==> src/rtl/stats_snap_pkg.sv <==
package stats_snap_pkg;
  localparam logic [7:0] OPC_CAPTURE = 8'hDC;
  localparam logic [7:0] OPC_READ    = 8'hCC;

  localparam logic [1:0] SEL_OP = 2'd0;
  localparam logic [1:0] SEL_HI = 2'd1;
  localparam logic [1:0] SEL_LO = 2'd2;

  typedef enum logic [1:0] {
    ST_IDLE = 2'd0,
    ST_COPY = 2'd1,
    ST_READ = 2'd2
  } snap_state_e;
endpackage

==> src/rtl/stat_live_bank.sv <==
module stat_live_bank #(
  parameter int NUM_PORTS = 4,
  parameter int NUM_CTRS  = 8,
  parameter int CTR_W     = 32
) (
  input  logic                                  clk,
  input  logic                                  rst_n,
  input  logic [NUM_PORTS*NUM_CTRS-1:0]         inc_pulse,
  output logic [NUM_PORTS*NUM_CTRS-1:0][CTR_W-1:0] live
);
  localparam int TOTAL = NUM_PORTS * NUM_CTRS;

  for (genvar g = 0; g < TOTAL; g++) begin : g_ctr
    logic [CTR_W-1:0] cnt_q;
    always_ff @(posedge clk) begin
      if (!rst_n)
        cnt_q <= '0;
      else if (inc_pulse[g] && (cnt_q != {CTR_W{1'b1}}))
        cnt_q <= cnt_q + 1'b1;
    end
    assign live[g] = cnt_q;
  end
endmodule

==> src/rtl/stat_capture_bank.sv <==
module stat_capture_bank #(
  parameter int NUM_PORTS = 4,
  parameter int NUM_CTRS  = 8,
  parameter int CTR_W     = 32,
  localparam int PW  = (NUM_PORTS > 1) ? $clog2(NUM_PORTS) : 1,
  localparam int CIW = (NUM_CTRS > 1) ? $clog2(NUM_CTRS) : 1
) (
  input  logic                                     clk,
  input  logic                                     rst_n,
  input  logic [NUM_PORTS*NUM_CTRS-1:0][CTR_W-1:0] live,
  input  logic                                     copy_en,
  input  logic [PW-1:0]                            cap_port,
  input  logic [CIW-1:0]                           copy_idx,
  input  logic [CIW-1:0]                           rd_idx,
  output logic [CTR_W-1:0]                         rd_val
);
  localparam int TOTAL = NUM_PORTS * NUM_CTRS;

  logic [CTR_W-1:0] src;
  logic [NUM_CTRS-1:0][CTR_W-1:0] bank_q;

  // select the live counter of the port being captured
  always_comb begin
    src = '0;
    for (int i = 0; i < TOTAL; i++) begin
      if (i == (int'(cap_port) * NUM_CTRS + int'(copy_idx)))
        src = live[i];
    end
  end

  for (genvar g = 0; g < NUM_CTRS; g++) begin : g_entry
    always_ff @(posedge clk) begin
      if (!rst_n)
        bank_q[g] <= '0;
      else if (copy_en && (int'(copy_idx) == g))
        bank_q[g] <= src;
    end
  end

  always_comb begin
    rd_val = '0;
    for (int i = 0; i < NUM_CTRS; i++) begin
      if (int'(rd_idx) == i)
        rd_val = bank_q[i];
    end
  end
endmodule

==> src/rtl/stat_op_ctrl.sv <==
module stat_op_ctrl
  import stats_snap_pkg::*;
#(
  parameter int NUM_PORTS = 4,
  parameter int NUM_CTRS  = 8,
  localparam int PW  = (NUM_PORTS > 1) ? $clog2(NUM_PORTS) : 1,
  localparam int CIW = (NUM_CTRS > 1) ? $clog2(NUM_CTRS) : 1
) (
  input  logic           clk,
  input  logic           rst_n,
  input  logic           host_wr,
  input  logic [1:0]     host_sel,
  input  logic [15:0]    host_wdata,
  output logic           busy,
  output logic           copy_en,
  output logic [PW-1:0]  cap_port,
  output logic [CIW-1:0] copy_idx,
  output logic [CIW-1:0] rd_idx,
  output logic           load_res
);
  snap_state_e st_q;
  logic [7:0]  opc;
  logic [7:0]  arg;
  logic        op_wr;
  logic        want_cap;
  logic        want_rd;

  assign opc      = host_wdata[15:8];
  assign arg      = host_wdata[7:0];
  assign op_wr    = host_wr && (host_sel == SEL_OP) && (st_q == ST_IDLE);
  assign want_cap = op_wr && (opc == OPC_CAPTURE) && (int'(arg) < NUM_PORTS);
  assign want_rd  = op_wr && (opc == OPC_READ) && (int'(arg) < NUM_CTRS);

  always_ff @(posedge clk) begin
    if (!rst_n) begin
      st_q     <= ST_IDLE;
      cap_port <= '0;
      copy_idx <= '0;
      rd_idx   <= '0;
    end else begin
      unique case (st_q)
        ST_IDLE: begin
          if (want_cap) begin
            cap_port <= arg[PW-1:0];
            copy_idx <= '0;
            st_q     <= ST_COPY;
          end else if (want_rd) begin
            rd_idx <= arg[CIW-1:0];
            st_q   <= ST_READ;
          end
        end
        ST_COPY: begin
          if (int'(copy_idx) == NUM_CTRS - 1)
            st_q <= ST_IDLE;
          else
            copy_idx <= copy_idx + 1'b1;
        end
        ST_READ: st_q <= ST_IDLE;
        default: st_q <= ST_IDLE;
      endcase
    end
  end

  assign busy     = (st_q != ST_IDLE);
  assign copy_en  = (st_q == ST_COPY);
  assign load_res = (st_q == ST_READ);
endmodule

==> src/rtl/port_stats_snap.sv <==
module port_stats_snap
  import stats_snap_pkg::*;
#(
  parameter int NUM_PORTS = 4,
  parameter int NUM_CTRS  = 8,
  parameter int CTR_W     = 32
) (
  input  logic                          clk,
  input  logic                          rst_n,
  input  logic [NUM_PORTS*NUM_CTRS-1:0] inc_pulse,
  input  logic                          host_wr,
  input  logic [1:0]                    host_sel,
  input  logic [15:0]                   host_wdata,
  output logic [15:0]                   host_rdata
);
  localparam int PW  = (NUM_PORTS > 1) ? $clog2(NUM_PORTS) : 1;
  localparam int CIW = (NUM_CTRS > 1) ? $clog2(NUM_CTRS) : 1;

  logic [NUM_PORTS*NUM_CTRS-1:0][CTR_W-1:0] live;
  logic           busy;
  logic           copy_en;
  logic           load_res;
  logic [PW-1:0]  cap_port;
  logic [CIW-1:0] copy_idx;
  logic [CIW-1:0] rd_idx;
  logic [CTR_W-1:0] rd_val;
  logic [31:0]    rd_ext;
  logic [31:0]    res_q;

  stat_live_bank #(
    .NUM_PORTS(NUM_PORTS), .NUM_CTRS(NUM_CTRS), .CTR_W(CTR_W)
  ) u_live (
    .clk(clk), .rst_n(rst_n), .inc_pulse(inc_pulse), .live(live)
  );

  stat_op_ctrl #(
    .NUM_PORTS(NUM_PORTS), .NUM_CTRS(NUM_CTRS)
  ) u_ctrl (
    .clk(clk), .rst_n(rst_n), .host_wr(host_wr), .host_sel(host_sel),
    .host_wdata(host_wdata), .busy(busy), .copy_en(copy_en),
    .cap_port(cap_port), .copy_idx(copy_idx), .rd_idx(rd_idx),
    .load_res(load_res)
  );

  stat_capture_bank #(
    .NUM_PORTS(NUM_PORTS), .NUM_CTRS(NUM_CTRS), .CTR_W(CTR_W)
  ) u_bank (
    .clk(clk), .rst_n(rst_n), .live(live), .copy_en(copy_en),
    .cap_port(cap_port), .copy_idx(copy_idx), .rd_idx(rd_idx),
    .rd_val(rd_val)
  );

  always_comb begin
    rd_ext = '0;
    rd_ext[CTR_W-1:0] = rd_val;
  end

  always_ff @(posedge clk) begin
    if (!rst_n)
      res_q <= '0;
    else if (load_res)
      res_q <= rd_ext;
  end

  always_comb begin
    unique case (host_sel)
      SEL_OP:  host_rdata = {busy, 15'b0};
      SEL_HI:  host_rdata = res_q[31:16];
      SEL_LO:  host_rdata = res_q[15:0];
      default: host_rdata = 16'h0000;
    endcase
  end
endmodule

==> config.mk <==
export PLATFORM = sky130hd
export DESIGN_NAME = port_stats_snap
export DESIGN_NICKNAME = d
export VERILOG_FILES = /design/src/rtl/stats_snap_pkg.sv /design/src/rtl/stat_live_bank.sv /design/src/rtl/stat_capture_bank.sv /design/src/rtl/stat_op_ctrl.sv /design/src/rtl/port_stats_snap.sv
export SDC_FILE = /design/constraint.sdc
export NUM_CORES = 2
export LEC_CHECK = 0
export BUFFER_PORTS_ARGS = -buffer_cell sky130_fd_sc_hd__buf_2
export CAP_MARGIN = 20
export CORE_ASPECT_RATIO = 0.6
export CORE_MARGIN = 8
export CORE_UTILIZATION = 55
export DETAILED_ROUTE_END_ITERATION = 8
export PLACE_DENSITY_LB_ADDON = 0.2
export SYNTH_ARGS = -nofsm -noshare
export SYNTH_HDL_FRONTEND = slang
export SYNTH_SLANG_ARGS = --single-unit
==> constraint.sdc <==
create_clock -name clk -period 3.6 [get_ports clk]
set_input_delay 0.18 -clock clk [delete_from_list [all_inputs] [get_ports clk]]
set_output_delay 0.18 -clock clk [all_outputs]
set_load 0.05 [all_outputs]
# [Yosys cells after proc, flatten, opt, wreduce, memory -nomap -nowiden]
# Index checks and enable logic that the tools add are counted.
[word_totals] out_inout_bits=16 wordCells=274 reg_bits=1322 in_bits=53
[classes] order_cmp=2 bitwise=1 mux=48 add_sub_neg=34 n_eq_ne=87 n_reduce_logical=57
[ops] operator="32-bit 2-to-1 mux" count=40
[ops] operator="32-bit by 1-bit adder with 32-bit output (second input constant)" count=32
[ops] operator="32-bit inequality test (second input constant)" count=32
[ops] operator="6-bit by 32-bit == test with 1-bit output (first input constant)" count=16
[ops] operator="5-bit by 32-bit == test with 1-bit output (first input constant)" count=5
[ops] operator="16-bit one-hot mux with 3 select lines" count=1
[ops] operator="1-bit logical AND" count=46
[ops] operator="32-bit logical NOT" count=1
[ops] operator="3-bit == test (second input constant)" count=8
[ops] operator="3-bit by 6-bit == test with 1-bit output (first input constant)" count=4
[ops] operator="4-bit by 6-bit == test with 1-bit output (first input constant)" count=3
[ops] operator="8-bit == test (second input constant)" count=2
[ops] operator="2-bit by 6-bit == test with 1-bit output (first input constant)" count=2
[ops] operator="3-bit by 2-bit == test with 1-bit output (second input constant)" count=4
[ops] operator="8-bit by 3-bit less-than comparator with 1-bit output (second input constant)" count=1
[ops] operator="8-bit by 4-bit less-than comparator with 1-bit output (second input constant)" count=1
[ops] operator="5-bit by 3-bit adder with 6-bit output" count=1
[ops] operator="1-bit by 6-bit == test with 1-bit output (first input constant)" count=1
[ops] operator="3-bit by 1-bit == test with 1-bit output (second input constant)" count=2
[ops] operator="3-bit logical NOT" count=2
[ops] operator="2-bit 2-to-1 mux" count=3
[ops] operator="3-bit 2-to-1 mux" count=2
[ops] operator="3-bit one-hot mux with 2 select lines" count=1
[ops] operator="3-bit AND reduction" count=2
[ops] operator="11 further kinds" count=17

# [Depth between registers and ports, before layout]
[logic_depth] depth_word=34 ltp_mapped=15 depth_no_buf=10

# [By module]
# A second synthesis with hierarchy kept.
[unflattened] cells_unflattened=8817 hier_area_um2=71018.1
[modules_own_cells] module="stat_live_bank" cells_each=5767 area_each_um2=48081.1 n_inst=1 seq_area_each_um2=20499.7
[modules_own_cells] module="stat_capture_bank" cells_each=2868 area_each_um2=20965.1 n_inst=1 seq_area_each_um2=5124.9
[modules_own_cells] module="port_stats_snap" cells_each=125 area_each_um2=1410.1 n_inst=1 seq_area_each_um2=640.6
[modules_own_cells] module="stat_op_ctrl" cells_each=57 area_each_um2=561.8 n_inst=1 seq_area_each_um2=200.2

# [Worst setup path before layout]
# OpenSTA, ideal clock, no wires.
[synth_timing] kind="reg2reg" start="register u_ctrl.copy_idx[0]" end="register u_bank.bank_q[162] (netlist name)" t_arrival_ns=2.636 path_stages_with_launch=14 setup_time_ns=0.087 path_slack_ns=0.877 cell_sequence="dfxtp_1 -> inv_1 -> ha_1 -> buf_2 -> buf_6 -> buf_6 -> buf_2 -> a21oi_1 -> o22ai_1 -> or4_1 -> a21oi_1 -> o21ai_1 -> a31o_2 -> o31ai_1"
[synth_via] elab_chain_len=34 elab_cells_between_ends=67 cone_classes="add/sub (1); eq/ne (32); mux (32); reduce/logical (2)"
[synth_rtl] element="start, declared" line_no="stat_op_ctrl.sv:17" text="output logic [CIW-1:0] copy_idx,"
[synth_rtl] element="start signal, assigned" line_no="stat_op_ctrl.sv:56" text="copy_idx <= copy_idx + 1'b1;"
[synth_rtl] element="5-bit by 3-bit adder with 6-bit output" line_no="stat_capture_bank.sv:26" text="if (i == (int'(cap_port) * NUM_CTRS + int'(copy_idx)))"
[synth_rtl] element="32-bit logical NOT" line_no="stat_capture_bank.sv:26"
[synth_rtl] element="32-bit 2-to-1 mux (32 in a row)" line_no="stat_capture_bank.sv:26"
[synth_rtl] element="end signal, assigned by index" line_no="stat_capture_bank.sv:36" text="bank_q[g] <= src;"
[synth_rtl] element="end, declared" line_no="stat_capture_bank.sv:20" text="logic [NUM_CTRS-1:0][CTR_W-1:0] bank_q;"
# Parallel ways exist; a longest one is shown, timed or not.
# A chain may end at the register's enable or synchronous reset.

# [Worst setup path in the final report]
[layout_timing] start="register u_ctrl.copy_idx[0]" end="register u_bank.bank_q[151] (netlist name)"
# Same word-level chain as after synthesis.

==> summary.txt <==
status: complete, but fails checks
violated checks: negative setup slack
Post-route DRC: 0
placer congestion estimate: 1.11
Root Buffer: clkbuf_16
Worst IR Drop VDD: 464 uV
Avg Cell Area, Syn: 8.10 um^2
fin worst setup slack: -0.0908 ns
vias in the first global route: 62500
clk_lat worst skew: 0.79 ns
CTS buffer count: 121
CTS H-tree depth: 3
via total after detailed routing: 71700
worst slew pin tran: 1.06 ns
IO buf count: 68
Netlist Area Pre-Place: 0.0696 mm^2
Post-DRT Antenna Nets: 0
Slew headroom: 29.4%
CP Data Arrival Time: 4.41 ns
crit path launch: u_ctrl.copy_idx[0]
DR iter-0 viols: 12400
share of post-route cells with drive strength above 1: 12.6%
Clock transition at path regs: 0.08 ns
Synth area leader: dfxtp_1
final cycle utilization of the critical path: 103%
Worst setup EP type: register
full die area: 0.138 mm^2
starting density of the core: 55.2%
Max Slew Vio Count: 0
Fmax: 271 MHz
pwr dens: 375 mW/mm^2
die height: 291 um
Leak: 28.2 nW
final hold viol count: 0
DR vias/cell: 6.71
CP max FO: 16
Req. time, crit path: 4.32 ns
max_cap viols: 0
register area share after synthesis: 38.1%
Final setup viols: 39
RSZ-0062 raised after global routing: yes
DRT Pass-1 Iters: 8
met1 Resource Use GR: 62.3%
ys async rst share: 0%
syn nets: 8679
Layout fillers: 11000
R2R depth: 13
R2R Path Start: u_ctrl.copy_idx[0]
core area: 0.126 mm^2
dpl ws: -0.717 ns
Clock Skew: 0.0370 ns
critical path type: register to register
Synth Instances: 8588
WL final: 300000 um
Die Width: 475 um
nature of the critical path startpoint: register
buffer levels on the longest clock path: 3
final cell count without fillers: 10700
gr ovfl total: 0
CTS Sinks: 1322
fin nets: 8969
num ports: 69
initial antenna violation count: 12
top-count cell post-synth: dfxtp_1
top cell type's share of synthesized area: 38.1%
met2 Use GR: 49.4%
top cells by area, synth: dfxtp_1, nor2_1, xor2_1, xnor2_1, nand3_1
first-pass GRT wire length: 429000 um
GR Util All Layers: 40.7%
Tightest Hold Check Type: input port to register
Synth Flop Type: dfxtp_1
largest net degree at the start of global routing: 80
most instantiated cells after synthesis: dfxtp_1, nor2_1, nand2_1
WL/cell: 28.1 um
final core occ: 63.8%
post-synth cell types: 130
hold path start: host_wdata[3]
row cnt: 101
Placed Cells: 10400
Ys Warns: 0
DPL Wire Length: 230000 um
crit path time final: 3.69 ns
busiest grt layer: met1
hold path cells: 7
GR Util met3: 19.6%
Area growth syn-to-layout: 15.6%
CTS tree: done
#FFs+latches synth: 1322
Post-synth EDFFs: 0
[critical path, stage by stage, from the launching register on]
cell and delay [ns]:
dfxtp_4 0.36, buf_4 0.14, ha_4 0.15, buf_8 0.18, buf_4 0.18, or2_2 0.46, nand2_2 0.30, o221ai_1 0.38
o31ai_4 0.47, a221oi_1 0.16, buf_4 0.20, o221a_4 0.33, o21a_4 0.16, a21oi_1 0.13
[cells in the final DEF (no fill, tap or decap), drive strengths merged, types with 88 or more instances in the layout]
cell type,Yosys,layout
a211oi,90,90
a21oi,465,465
and2,121,121
and3,152,152
and4,142,142
buf,183,626
clkbuf,321,173
dfxtp,1322,1322
inv,178,184
mux2i,88,88
nand2,698,698
nand3,543,543
nand4,256,256
nor2,1222,1222
nor3,191,191
o21ai,457,457
o22ai,98,98
or3,181,181
xnor2,370,370
xor2,446,446
[area by class of cell]
| class | instances | area, um^2 | area share, % |
|---|---|---|---|
| inverter | 178 | 684 | 0.852 |
| tap | 1699 | 2130 | 2.64 |
| clock inverter | 57 | 853 | 1.06 |
| sequential | 1322 | 26500 | 33.0 |
| clock buffer | 168 | 3590 | 4.46 |
| timing repair buffer | 671 | 5710 | 7.11 |
| multi-input combinational | 6584 | 40900 | 50.9 |
| antenna | 7 | 17.5 | 0.0218 |
[per-layer routing]
metal | vias up | part of all wire (%)
li1 | 31400 | -
met1 | 34500 | 43
met2 | 5136 | 35
met3 | 616 | 19
met4 | 22 | 2.9
met5 | - | 0.11
[power breakdown]
group | switching [mW] | internal (mW) | leakage, nW
Combinational | 0.503 | 0.239 | 15.3
Clock | 6.29 | 8.28 | 2.19
Sequential | 0.152 | 14.7 | 10.7
[per-stage QoR]
step / setup TNS (ns) / hold WS [ns] / power [mW] / cell area (um^2)
final: -1.16 / 0.208 / 30.2 / 80400
after detailed placement: -42.25 / 0.382 / 15.8 / 74500
after floorplan: 0 / 0.257 / 15.5 / 69600
after global placement: -45.05 / 0.376 / 15.8 / 74400
after CTS: -1.33 / 0.174 / 30.1 / 79700
after global routing: -0.0392 / 0.248 / 30.8 / 80400
[state kept, by name, summed over array words and instances, names as in the netlist]
register / flops
u_ctrl.copy_idx: 3
u_live.g_ctr.cnt_q: 1024
u_ctrl.st_q: 2
u_ctrl.rd_idx: 3
u_bank.bank_q: 256
u_ctrl.cap_port: 2
res_q: 32
[what timing repair did]
action | in CTS | in global routing
endpoints found under the hold margin | 222 | 0
endpoints found under the setup margin | 176 | 182
gates cloned | 0 | 3
hold buffers | 40 | 0
pin swaps | 11 | 22
setup buffers | 7 | 16
gates resized for setup | 65 | 93
[worst paths after layout]
check / to / slack, ns
setup / recovery: u_bank.bank_q[151] / -0.09
hold / removal: u_ctrl.cap_port[1] / 0.21
hold reg to reg: u_bank.bank_q[17] / 0.46
setup reg to reg: u_bank.bank_q[151] / -0.09
[logic make-up (layout without fill, tap and decap cells)]
kind of cell               count (synthesis)  count (layout)  synth area share, %
other                                      0               7                    0
and+or+nand+nor                         3831            3831                 27.8
AOI/OAI and AO/OA                       1774            1774                 16.9
buffers and inverters                    682            1074                 4.28
xor gates and xnor gates                 816             816                 10.3
DFF                                     1322            1322                 38.1
muxes                                    125             125                 2.03
adders and majority gates                 38              38                0.684
Note: power is estimated with default switching activity, not from simulation.
